$ cat src/rtl/hamming_syndrome_fix.sv
module hamming_syndrome_fix #(
  parameter int HALF_W = 12,
  parameter int BIT_W  = 3
) (
  input  logic                        clk,
  input  logic                        rst_n,
  input  logic                        chk_valid,
  input  logic [2*HALF_W-1:0]         chk_stored,
  input  logic [2*HALF_W-1:0]         chk_calc,
  input  logic [HALF_W-BIT_W-1:0]     chk_byte_idx,
  input  logic [(1<<BIT_W)-1:0]       chk_byte,
  output logic                        res_done,
  output logic [1:0]                  res_status,
  output logic [HALF_W-BIT_W-1:0]     res_byte_off,
  output logic [BIT_W-1:0]            res_bit_off,
  output logic [(1<<BIT_W)-1:0]       res_byte
);
  localparam int CODE_W = 2 * HALF_W;
  localparam int OFF_W  = HALF_W - BIT_W;
  localparam int BYTE_W = 1 << BIT_W;

  logic [CODE_W-1:0] stored_true;
  logic [HALF_W-1:0] syn_odd, syn_even, syn_or;
  logic              is_zero, is_data, is_parity, hit;
  logic [1:0]        status_d;
  logic [BYTE_W-1:0] flip_mask;

  assign stored_true = ~chk_stored;
  assign syn_odd     = stored_true[HALF_W-1:0]      ^ chk_calc[HALF_W-1:0];
  assign syn_even    = stored_true[CODE_W-1:HALF_W] ^ chk_calc[CODE_W-1:HALF_W];
  assign syn_or      = syn_odd | syn_even;

  assign is_zero   = (syn_or == '0);
  assign is_data   = (syn_odd == ~syn_even);
  assign is_parity = (syn_or != '0) && ((syn_or & (syn_or - 1'b1)) == '0);

  always_comb begin
    if (is_zero)        status_d = 2'd0;
    else if (is_data)   status_d = 2'd1;
    else if (is_parity) status_d = 2'd2;
    else                status_d = 2'd3;
  end

  assign hit       = is_data && !is_zero && (chk_byte_idx == syn_odd[HALF_W-1:BIT_W]);
  assign flip_mask = hit ? (BYTE_W'(1) << syn_odd[BIT_W-1:0]) : '0;

  always_ff @(posedge clk) begin
    if (!rst_n) begin
      res_done     <= 1'b0;
      res_status   <= 2'd0;
      res_byte_off <= '0;
      res_bit_off  <= '0;
      res_byte     <= '0;
    end else begin
      res_done <= chk_valid;
      if (chk_valid) begin
        res_status   <= status_d;
        res_byte_off <= (status_d == 2'd1) ? syn_odd[HALF_W-1:BIT_W] : OFF_W'(0);
        res_bit_off  <= (status_d == 2'd1) ? syn_odd[BIT_W-1:0] : BIT_W'(0);
        res_byte     <= chk_byte ^ flip_mask;
      end
    end
  end


  done_pulse_chk: assert property (@(posedge clk) disable iff (!rst_n)
    chk_valid |=> res_done);


  done_idle_chk: assert property (@(posedge clk) disable iff (!rst_n)
    !chk_valid |=> !res_done);


  clean_code_chk: assert property (@(posedge clk) disable iff (!rst_n)
    (chk_valid && (chk_stored == ~chk_calc)) |=> (res_status == 2'd0));


  single_flip_chk: assert property (@(posedge clk) disable iff (!rst_n)
    chk_valid |=> ($countones(res_byte ^ $past(chk_byte)) <= 1));


  offs_zero_chk: assert property (@(posedge clk) disable iff (!rst_n)
    (res_done && res_status != 2'd1) |-> (res_byte_off == '0 && res_bit_off == '0));


  hold_chk: assert property (@(posedge clk) disable iff (!rst_n)
    !chk_valid |=> ($stable(res_status) && $stable(res_byte) && $stable(res_byte_off)));
endmodule

$ cat config.mk
export PLATFORM = sky130hd
export DESIGN_NAME = hamming_syndrome_fix
export DESIGN_NICKNAME = d
export VERILOG_FILES = /design/src/rtl/hamming_syndrome_fix.sv
export SDC_FILE = /design/constraint.sdc
export NUM_CORES = 1
export LEC_CHECK = 0
export ABC_CLOCK_PERIOD_IN_PS = 5730
export CAP_MARGIN = 20
export CORE_MARGIN = 2
export CORE_UTILIZATION = 28
export CTS_CLUSTER_DIAMETER = 50
export DETAILED_ROUTE_END_ITERATION = 6
export GPL_TIMING_DRIVEN = 1
export PLACE_DENSITY = 0.68
export SYNTH_ARGS = -nofsm -noshare
export SYNTH_HDL_FRONTEND = slang
export SYNTH_SLANG_ARGS = --single-unit
$ cat constraint.sdc
create_clock -name clk -period 5.73 [get_ports clk]
set_input_delay 0.8595 -clock clk [delete_from_list [all_inputs] [get_ports clk]]
set_output_delay 0.8595 -clock clk [all_outputs]
set_load 0.02 [all_outputs]
==> key figures <==
STA
  – Slew headroom: 41.4%
  – Period Utilization, post-route: 59.6%
  – Hold Vio Cnt, Final: 0
  – Fin. max-slew vios: 0
  – Fmax: 293 MHz
  – TNS Setup: 0 ns
  – Worst slew pin tran: 0.878 ns
  – Fin crit period: 3.41 ns
  – Final setup violation count: 0
  – RSZ-0062 raised after global routing: no
  – Final Skew: 0 ns
  – Final worst slack: 2.32 ns
  – Hold_ws: 0.456 ns

Die
  – FP Rows: 28
  – Starting Density: 29.2%
  – Die height: 82.8 µm
  – Die area: 6860 µm²
  – Core ar.: 5960 µm²
  – Io pins: 91
  – Die Span X: 82.8 µm

Drt
  – Post-Route WL: 4830 µm
  – Number of vias per cell: 4.86
  – Pre-Repair DR Iteration Count: 4
  – DRT iter0 DRCs: 96
  – Total number of vias: 1,727
  – Wire per inst: 13.6 µm
  – Residual DRC: 0
  – Final ANT Viol Nets: 0

Yosys
  – Mapped cell area: 1740 µm²
  – Yosys warns: 0
  – #FFs+latches synth: 23
  – Syn_nets: 271
  – Cells after synthesis: 192
  – Post-synthesis sequential area ratio: 26.5%
  – Syn Area/Cell: 9.06 µm²
  – Distinct cells, synth: 37

Setup path
  – Worst r2r src: res_byte[5]$_SDFFE_PN0P_
  – WP data arrival: 3.60 ns
  – Slowest CP cell: or4_1
  – Reg2reg path depth: 2
  – CP peak stage delay: 0.62 ns
  – Crit Path Max Fanout: 18
  – Worst path cell trace: clkdlybuf4s50_1 -> xnor2_1 -> inv_1 -> ha_1 -> nand4_1 -> nor2_2 -> nand3_1 -> or4_1 -> a31oi_1
  – CP startpoint kind: input port
  – Required time worst endpoint: 5.92 ns
  – R2r setup slk: 5.04 ns
  – CP endpoint kind: register
  – Setup CP Type: in2reg
  – Reg2reg end: res_byte[5]$_SDFFE_PN0P_

Placed design
  – Post-DP HPWL: 4180 µm
  – Place WS: 2.01 ns
  – Gpl congestion: 0.912
  – Port bufs: 90

Hold path
  – Hold path endpoint: res_bit_off[1]$_SDFFE_PN0P_
  – Min-delay src: res_bit_off[1]$_SDFFE_PN0P_
  – Hold Crit Depth: 2
  – HP Class: reg2reg

Finish
  – Layout net count: 360
  – Area taken by multi-input logic gates: 1200 µm²
  – Diodes inserted: 0
  – Share of cells above drive strength 1: 3.93%
  – Commonest non-fill, non-tap cell in the layout: clkdlybuf4s50_1
  – Filler cells: 598
  – P&R area growth vs syn: 57.0%
  – Most frequent cells in the layout: clkdlybuf4s50_1 (90), dfxtp_1 (23), nand2_1 (18), xor2_1 (17), nand3_1 (12)
  – Final design utilization: 45.9%
  – Register area: 460 µm²

Clock network
  – CTS tree: done
  – TritonCTS Buffers: 3
  – H-tree levels: 1
  – Clock sink count: 23
  – Post-cts sizing count: 0
  – Clk pin slew, worst setup/hold paths: 0.08 ns
  – Clk root buf: clkbuf_8
  – Clock buffer depth: 2
  – Postcts setup bufs: 0
  – Clock latency on the worst-skew pair: 0.26 ns
  – Cts hold-fix bufs: 0

Flow run
  – Maximum capacitance violations: 0

GRT
  – Overflow after GRT: 0
  – Largest net degree at the start of global routing: 19
  – First-pass GRT wire length: 7770 µm
  – Overall routing resource usage: 13.6%
  – Antenna violations before repair: 0
  – Vias in the first global route: 1,607

Outcome
  – Status: finished clean

Power and ir drop
  – Power Density: 160 nW/µm²
  – Maximum VDD drop: 0.0000712 V
  – Overall Power: 0.438 mW
  – Leak: 1.02 nW
stage by stage:
stage	cells	area, µm²
after floorplan	192	1740
after global placement	351	2690
after detailed placement	351	2690
after CTS	355	2730
after global routing	355	2730
final	355	2730
worst max-delay path by stage:
stage	from	end	slack, ns	depth (start not counted)
floorplan	chk_stored[4]	res_byte[4]$_SDFFE_PN0P_	2.90	9
global placement	chk_stored[2]	res_byte[0]$_SDFFE_PN0P_	2.07	9
detailed placement	chk_stored[2]	res_byte[4]$_SDFFE_PN0P_	2.01	9
CTS	chk_stored[2]	res_byte[4]$_SDFFE_PN0P_	2.27	9
global route	chk_stored[2]	res_bit_off[0]$_SDFFE_PN0P_	2.04	9
finish	chk_stored[2]	res_byte[5]$_SDFFE_PN0P_	2.32	9
kinds of logic after synthesis:
group | synth area share (%)
simple gates | 20.1
flops | 26.5
xor+xnor | 24.1
fa+ha+maj | 7.91
buf+inv | 4.67
compound gates | 16.8
final cells by class:
cell class / count / share of cell area, %
multi-input combinational: 154 / 43.9
timing repair buffer: 90 / 33.0
tap: 75 / 3.43
clock buffer: 4 / 1.65
inverter: 9 / 1.24
sequential: 23 / 16.8
flip-flops by register name (all words and copies together), names as in the netlist:
signal and count:
res_done 1, res_status 2, res_byte_off 9, res_bit_off 3, res_byte 8
Yosys cell counts (all sizes together):
library cell / instances / area, µm²
or4: 9 / 67.6
nor2b: 1 / 6.26
o22ai: 2 / 12.5
xnor2: 10 / 103
ha: 11 / 138
nor3b: 1 / 7.51
nor3: 1 / 5.00
o31ai: 8 / 60.1
a22o: 1 / 8.76
o21ai: 22 / 110
nand2b: 1 / 6.26
nand2: 18 / 67.6
nand4: 4 / 40.0
inv: 9 / 33.8
nor2: 9 / 36.3
nor4b: 1 / 8.76
nand3: 12 / 60.1
and3: 2 / 17.5
a32oi: 2 / 17.5
xnor3: 6 / 135
dlygate4sd3: 1 / 10.0
buf: 3 / 30.0
a41oi: 2 / 17.5
a31oi: 9 / 56.3
clkbuf: 2 / 7.51
xor2: 19 / 181
dfxtp: 23 / 460
o41ai: 1 / 8.76
nor4: 2 / 27.5
where the power goes:
part | internal, mW | switching, mW
registers | 0.165 | 0.00268
logic | 0.0935 | 0.0782
clock network | 0.0495 | 0.0489
total | 0.308 | 0.130
critical path, delay by kind of cell:
family	cells	cell delay [ns]
compound gates	1	0.19
xor+xnor	1	0.39
fa+ha+maj	1	0.31
buf+inv	2	0.59
simple gates	4	1.26
layer usage:
metal / up-vias / routed length, µm / global-route usage [%]
met1: 782 / 2080 / 17.4
li1: 888 / - / -
met4: 0 / 92 / 5.51
met3: 6 / 199 / 0.298
met5: - / 0 / 0
met2: 51 / 2450 / 24.2
Note: power is estimated with default switching activity, not from simulation.
